`config.mk`:
```
export PLATFORM = sky130hd
export DESIGN_NAME = dual_serial_port
export DESIGN_NICKNAME = d
export VERILOG_FILES = /design/src/rtl/sps_pkg.sv /design/src/rtl/sps_sync.sv /design/src/rtl/sps_fsm.sv /design/src/rtl/sps_pad.sv /design/src/rtl/dual_serial_port.sv
export SDC_FILE = /design/constraint.sdc
export NUM_CORES = 1
export LEC_CHECK = 0
export ABC_AREA = 1
export BUFFER_PORTS_ARGS = -buffer_cell sky130_fd_sc_hd__clkbuf_2
export CAP_MARGIN = 5
export CORE_ASPECT_RATIO = 1.5
export CORE_MARGIN = 2
export CORE_UTILIZATION = 60
export DETAILED_ROUTE_END_ITERATION = 7
export PLACE_DENSITY = 0.81
export SYNTH_ARGS = -nofsm -noshare
export SYNTH_HDL_FRONTEND = slang
export SYNTH_SLANG_ARGS = --single-unit
```
`constraint.sdc`:
```
create_clock -name clk -period 3.5 [get_ports clk]
set_clock_uncertainty 0.2 [all_clocks]
set_input_delay 0.525 -clock clk [delete_from_list [all_inputs] [get_ports clk]]
set_output_delay 0.525 -clock clk [all_outputs]
set_load 0.03 [all_outputs]
```
`src/rtl/sps_pkg.sv`:
```
package sps_pkg;
  localparam int ADDR_W = 5;
  localparam int BYTE_W = 8;
  localparam int CNT_W  = 2;
  localparam int BIT_W  = $clog2(BYTE_W);

  typedef enum logic [1:0] {
    ST_INSTR,
    ST_WRITE,
    ST_READ,
    ST_DONE
  } sps_state_e;

  typedef struct packed {
    logic              rd;
    logic [CNT_W-1:0]  cnt_m1;
    logic [ADDR_W-1:0] addr;
  } sps_instr_t;
endpackage

```
`src/rtl/sps_sync.sv`:
```
module sps_sync #(
  parameter int WIDTH  = 3,
  parameter int STAGES = 2
) (
  input  logic             clk,
  input  logic             rst_n,
  input  logic [WIDTH-1:0] async_i,
  input  logic [WIDTH-1:0] rst_val,
  output logic [WIDTH-1:0] sync_o
);
  for (genvar g = 0; g < WIDTH; g++) begin : g_bit
    logic [STAGES-1:0] chain;
    always_ff @(posedge clk or negedge rst_n) begin
      if (!rst_n) chain <= {STAGES{rst_val[g]}};
      else        chain <= {chain[STAGES-2:0], async_i[g]};
    end
    assign sync_o[g] = chain[STAGES-1];
  end
endmodule

```
`src/rtl/sps_fsm.sv`:
```
module sps_fsm
  import sps_pkg::*;
(
  input  logic              clk,
  input  logic              rst_n,
  input  logic              io_rst_n,
  input  logic              cs_s,
  input  logic              sclk_s,
  input  logic              din_s,
  output logic [ADDR_W-1:0] rd_addr,
  input  logic [BYTE_W-1:0] rd_data,
  output logic              wr_valid,
  input  logic              wr_ready,
  output logic [ADDR_W-1:0] wr_addr,
  output logic [BYTE_W-1:0] wr_data,
  output logic              sdo_bit,
  output logic              rd_phase
);
  sps_state_e        st;
  logic              sclk_q, rise, fall;
  logic [BIT_W-1:0]  bit_cnt;
  logic [BYTE_W-1:0] sh, sh_next, out_sh;
  logic [ADDR_W-1:0] addr_q;
  logic [CNT_W-1:0]  left;
  logic              load_pend, is_rd;
  sps_instr_t        ins;

  assign rise    = sclk_s & ~sclk_q;
  assign fall    = ~sclk_s & sclk_q;
  assign sh_next = {sh[BYTE_W-2:0], din_s};
  assign ins     = sps_instr_t'(sh_next);
  assign rd_addr = addr_q;
  assign rd_phase = is_rd && (st != ST_INSTR);

  always_ff @(posedge clk or negedge rst_n) begin
    if (!rst_n) begin
      st <= ST_INSTR; sclk_q <= 1'b0; bit_cnt <= '0; sh <= '0; out_sh <= '0;
      addr_q <= '0; left <= '0; load_pend <= 1'b0; is_rd <= 1'b0;
      wr_valid <= 1'b0; wr_addr <= '0; wr_data <= '0; sdo_bit <= 1'b0;
    end else begin
      sclk_q    <= sclk_s;
      load_pend <= 1'b0;
      if (load_pend) out_sh <= rd_data;
      if (wr_valid && wr_ready) wr_valid <= 1'b0;
      if (!io_rst_n || cs_s) begin
        st <= ST_INSTR; bit_cnt <= '0; is_rd <= 1'b0;
      end else if (rise) begin
        bit_cnt <= bit_cnt + 1'b1;
        case (st)
          ST_INSTR: begin
            sh <= sh_next;
            if (&bit_cnt) begin
              addr_q <= ins.addr;
              left   <= ins.cnt_m1;
              is_rd  <= ins.rd;
              st     <= ins.rd ? ST_READ : ST_WRITE;
              load_pend <= ins.rd;
            end
          end
          ST_WRITE: begin
            sh <= sh_next;
            if (&bit_cnt) begin
              if (!wr_valid || wr_ready) begin
                wr_valid <= 1'b1;
                wr_addr  <= addr_q;
                wr_data  <= sh_next;
              end
              addr_q <= addr_q + 1'b1;
              left   <= left - 1'b1;
              if (left == '0) st <= ST_DONE;
            end
          end
          ST_READ: begin
            if (&bit_cnt) begin
              addr_q <= addr_q + 1'b1;
              left   <= left - 1'b1;
              if (left == '0) st <= ST_DONE;
              else load_pend <= 1'b1;
            end
          end
          default: ;
        endcase
      end else if (fall && st == ST_READ) begin
        sdo_bit <= out_sh[~bit_cnt];
      end
    end
  end

  a_r5_wr_hold: assert property (@(posedge clk) disable iff (!rst_n)
    (wr_valid && !wr_ready) |=> (wr_valid && $stable(wr_data) && $stable(wr_addr)));
  a_r8_cs_abort: assert property (@(posedge clk) disable iff (!rst_n)
    cs_s |=> (st == ST_INSTR && bit_cnt == '0));
  a_r7_io_idle: assert property (@(posedge clk) disable iff (!rst_n)
    !io_rst_n |=> (st == ST_INSTR && !rd_phase));
  a_r9_no_extra_write: assert property (@(posedge clk) disable iff (!rst_n)
    (st == ST_DONE && $past(st == ST_DONE)) |-> !$rose(wr_valid));
endmodule

```
`src/rtl/sps_pad.sv`:
```
module sps_pad (
  input  logic clk,
  input  logic rst_n,
  input  logic cs_n,
  input  logic two_wire,
  input  logic rd_phase,
  input  logic sdo_bit,
  output logic sdo_o,
  output logic sdo_oe,
  output logic sdio_o,
  output logic sdio_oe
);
  assign sdo_o   = sdo_bit;
  assign sdio_o  = sdo_bit;
  assign sdo_oe  = ~cs_n & ~two_wire;
  assign sdio_oe = ~cs_n & two_wire & rd_phase;

  a_r3_hiz_deselected: assert property (@(posedge clk) disable iff (!rst_n)
    cs_n |-> (!sdo_oe && !sdio_oe));
  a_r6_sdio_read_only: assert property (@(posedge clk) disable iff (!rst_n)
    sdio_oe |-> (two_wire && rd_phase));
endmodule

```
`src/rtl/dual_serial_port.sv`:
```
module dual_serial_port
  import sps_pkg::*;
#(
  parameter int SYNC_STAGES = 2
) (
  input  logic              clk,
  input  logic              rst_n,
  input  logic              io_rst_n,
  input  logic              two_wire,
  input  logic              cs_n,
  input  logic              sclk,
  input  logic              sdi,
  output logic              sdo_o,
  output logic              sdo_oe,
  input  logic              sdio_i,
  output logic              sdio_o,
  output logic              sdio_oe,
  output logic              wr_valid,
  input  logic              wr_ready,
  output logic [ADDR_W-1:0] wr_addr,
  output logic [BYTE_W-1:0] wr_data,
  output logic [ADDR_W-1:0] rd_addr,
  input  logic [BYTE_W-1:0] rd_data
);
  logic [2:0] raw, synced;
  logic       sdo_bit, rd_phase;

  assign raw = {cs_n, sclk, two_wire ? sdio_i : sdi};

  sps_sync #(.WIDTH(3), .STAGES(SYNC_STAGES)) u_sync (
    .clk(clk), .rst_n(rst_n), .async_i(raw), .rst_val(3'b100), .sync_o(synced)
  );

  sps_fsm u_fsm (
    .clk(clk), .rst_n(rst_n), .io_rst_n(io_rst_n),
    .cs_s(synced[2]), .sclk_s(synced[1]), .din_s(synced[0]),
    .rd_addr(rd_addr), .rd_data(rd_data),
    .wr_valid(wr_valid), .wr_ready(wr_ready), .wr_addr(wr_addr), .wr_data(wr_data),
    .sdo_bit(sdo_bit), .rd_phase(rd_phase)
  );

  sps_pad u_pad (
    .clk(clk), .rst_n(rst_n), .cs_n(cs_n), .two_wire(two_wire),
    .rd_phase(rd_phase), .sdo_bit(sdo_bit),
    .sdo_o(sdo_o), .sdo_oe(sdo_oe), .sdio_o(sdio_o), .sdio_oe(sdio_oe)
  );
endmodule

```
==> impl_metrics.ini <==
[outcome]
status = finished, final reports clean

[placement]
portBuffers = 39
hpwl_microns = 3320
globalplace.congestion = 0.8612

[cts]
htreeDepth = 2
clock-sinks = 51
cts-root-buf = clkbuf_8
cts_made_buffers = 5
hold_buffers = 0
clkTransAtPathRegs_ns = 0.09
clockBufferDepth = 2
post_cts_resized = 0
cts_tree = built
post-cts-setup-buffers = 0
clk_latency_ns = 0.30

[routing]
drtPass1Iterations = 4
drtAntennaViolNets = 0
vias = 1777
drtIter0Drc = 44
drcViolationCount = 0
via_per_inst = 5.257
wirelength_microns = 4380
wl_per_cell_microns = 12.96

[power_and_ir_drop]
pwr-share-seq = 0.502
clkPwrFrac = 0.276
leakagePower_nw = 1.392
max-vdd-ir-drop_uv = 490.4
swShare = 0.3134
comb_power_share = 0.221
p_switching_w = 0.0004356
internal_power_w = 0.0009541
p_per_area_nw_per_um2 = 512.6

[synthesis]
synth_area_leaders = dfrtp_1 (51%), nand2_1 (10%), o21ai_0 (5.4%)
synthFlopType = dfrtp_1
post-synth-top-area-cell = dfrtp_1
synth_commonest_cells = nand2_1 (67), dfrtp_1 (49), inv_1 (32), o21ai_0 (26), o21ai_2 (14)
synth_most_common_cell = nand2_1
yosysSeqAreaShare = 0.5317
ys_types = 26
synth_area_sq_um = 2405
synthArstFlopShare = 1.000
syn_avg_cell_area_sq_um = 9.505
ys_seq_elements = 51
synth_top_area_frac = 0.5099
yosys_warnings = 0
syn_nets = 279
synth_edf_count = 0
syn_inst = 253

[sta]
fin_crit_sh = 0.6579
setup_tns_ns = 0
fmax_mhz = 434.3
max_slew_margin = 0.6036
min_period_ns = 2.303
grt_setup_unrepaired = no
maxSlewViolCount = 0
final-hold-violation-count = 0
worst_slew_pin_slew_ns = 0.5946
setup_violations = 0
hold_ws_ns = 0.02086

[critical_path]
cp_top_family = flip-flops
max_stage_delay_ns = 0.41
crit_buf_inv = 2
startpoint_type = flip-flop
cp-end-kind = output pin
ff2ff_setup_slack_ns = 1.55
path_cells = inv_1 -> ha_1 -> nor4_1 -> clkbuf_2
reg2reg_depth = 8
crit_slowest_cell = dfrtp_1
reg2reg_from = u_fsm.st[0]$_DFFE_PN0P_
cp_max_fo = 6
reg2reg_to = u_fsm.rd_addr[4]$_DFFE_PN0P_
cp.required_ns = 2.77
worstPathArrival_ns = 1.58
setup.worst_path.class = reg -> out

[floorplan]
ioPinCount = 40
dieHeight_microns = 81.54
initial_core_util = 0.6184
die_area_sq_um = 4541
die_w_microns = 55.69
core_sq_um = 3889
num_rows = 28

[final_layout]
fill_cells = 338
drive_gt1_frac = 0.2765
n_antenna_cell = 0
synthToLayoutAreaGrowth_pct = 12.75
nNetsFinal = 319

[run]
drv_cap = 0

[grt]
antenna_found_initial = 0
grt_max_degree = 29
grt_util_all_layers = 0.2140
grt_pass1_vias = 1726
grt_overflow = 0
grt_pass1_wl_microns = 7603

[worst_hold_path]
hold_class = in -> async
-- final cells by class --
| cell class | count | area (sq um) | area share |
|---|---|---|---|
| Clock buffer | 6 | 72.57 | 0.02677 |
| Clock inverter | 1 | 30.03 | 0.01108 |
| Sequential cell | 51 | 1279 | 0.4716 |
| Multi-Input combinational cell | 162 | 947.2 | 0.3493 |
| Timing Repair Buffer | 40 | 202.7 | 0.07476 |
| Tap cell | 45 | 56.30 | 0.02077 |
| Inverter | 33 | 123.9 | 0.04569 |
-- cells in the final DEF, fill, tap and decap left out, drive strengths merged --
cell type	Yosys	routed
or2	2	2
nor2	9	9
dfrtp	49	49
ha	9	9
dfstp	2	2
nand4	2	2
buf	6	1
nor3	1	1
a211oi	1	1
a21oi	1	1
clkbuf	1	45
inv	33	33
nor4	1	1
o21ai	43	43
nand2	71	71
nand3	14	14
mux2	8	8
bufinv	0	1
-- how the worst max path moves through the flow --
| stage | depth (start not counted) | start | to | slack, ns |
|---|---|---|---|---|
| finish | 4 | u_fsm.st[0]$_DFFE_PN0P_ | sdio_oe | 1.20 |
| global route | 4 | u_fsm.st[0]$_DFFE_PN0P_ | sdio_oe | 1.07 |
| CTS | 4 | u_fsm.st[0]$_DFFE_PN0P_ | sdio_oe | 1.17 |
| detailed placement | 4 | u_fsm.st[0]$_DFFE_PN0P_ | sdio_oe | 1.49 |
| global placement | 4 | u_fsm.st[0]$_DFFE_PN0P_ | sdio_oe | 1.55 |
| floorplan | 3 | u_fsm.st[0]$_DFFE_PN0P_ | sdio_oe | 1.08 |
-- worst register-to-register path, delay by kind of cell (launching register included) --
family        cells  cell delay [ns]
simple gates      5             0.62
buf+inv           2             0.18
fa+ha+maj         1             0.46
flops             1             0.41
-- stage by stage --
stage	cell area [sq um]	util	std cells	worst slack, ns	total power (W)
after floorplan	2405	-	253	1.081	0.0009198
after global placement	2609	0.6708	331	1.548	0.001010
after detailed placement	2609	0.6708	331	1.492	0.001018
after CTS	2711	0.6972	338	1.166	0.001401
after global routing	2711	0.6972	338	1.068	0.001477
final	2711	0.6972	338	1.197	0.001390
-- cell families (layout without fill, tap and decap cells) --
group,Yosys count,count (layout),share of synthesized area
DFF,51,51,0.5317
buffers and inverters,40,80,0.07440
adders and majority gates,9,9,0.04683
muxes,8,8,0.03746
AOI/OAI and AO/OA,45,45,0.1165
and+or+nand+nor,100,100,0.1930
-- state kept, by name (all words and copies together) (netlist names), 2 cells and up --
register,flops
u_fsm.bit_cnt,3
u_fsm.left,2
u_fsm.out_sh,8
u_fsm.rd_addr,5
u_fsm.sh,7
u_fsm.st,2
u_fsm.wr_addr,5
u_fsm.wr_data,8
u_sync.g_bit.chain,6
-- metal layers --
| layer | vias to the layer above | share of wire | global-route usage |
|---|---|---|---|
| met5 | - | 0 | 0 |
| met4 | 0 | 0.031 | 0.1049 |
| met3 | 13 | 0.032 | 0.04252 |
| met2 | 35 | 0.53 | 0.3750 |
| met1 | 845 | 0.41 | 0.2521 |
| li1 | 884 | - | - |
-- power by group through the flow --
stage                     Sequential (W)  Combinational (W)  Clock (W)
after global routing            0.000708           0.000351   0.000418
after CTS                       0.000698           0.000310   0.000392
after global placement          0.000706           0.000304          0
after detailed placement        0.000709           0.000309          0
after floorplan                 0.000744           0.000176          0
final                           0.000698           0.000307   0.000384
Power figures use the tool's default switching activity.
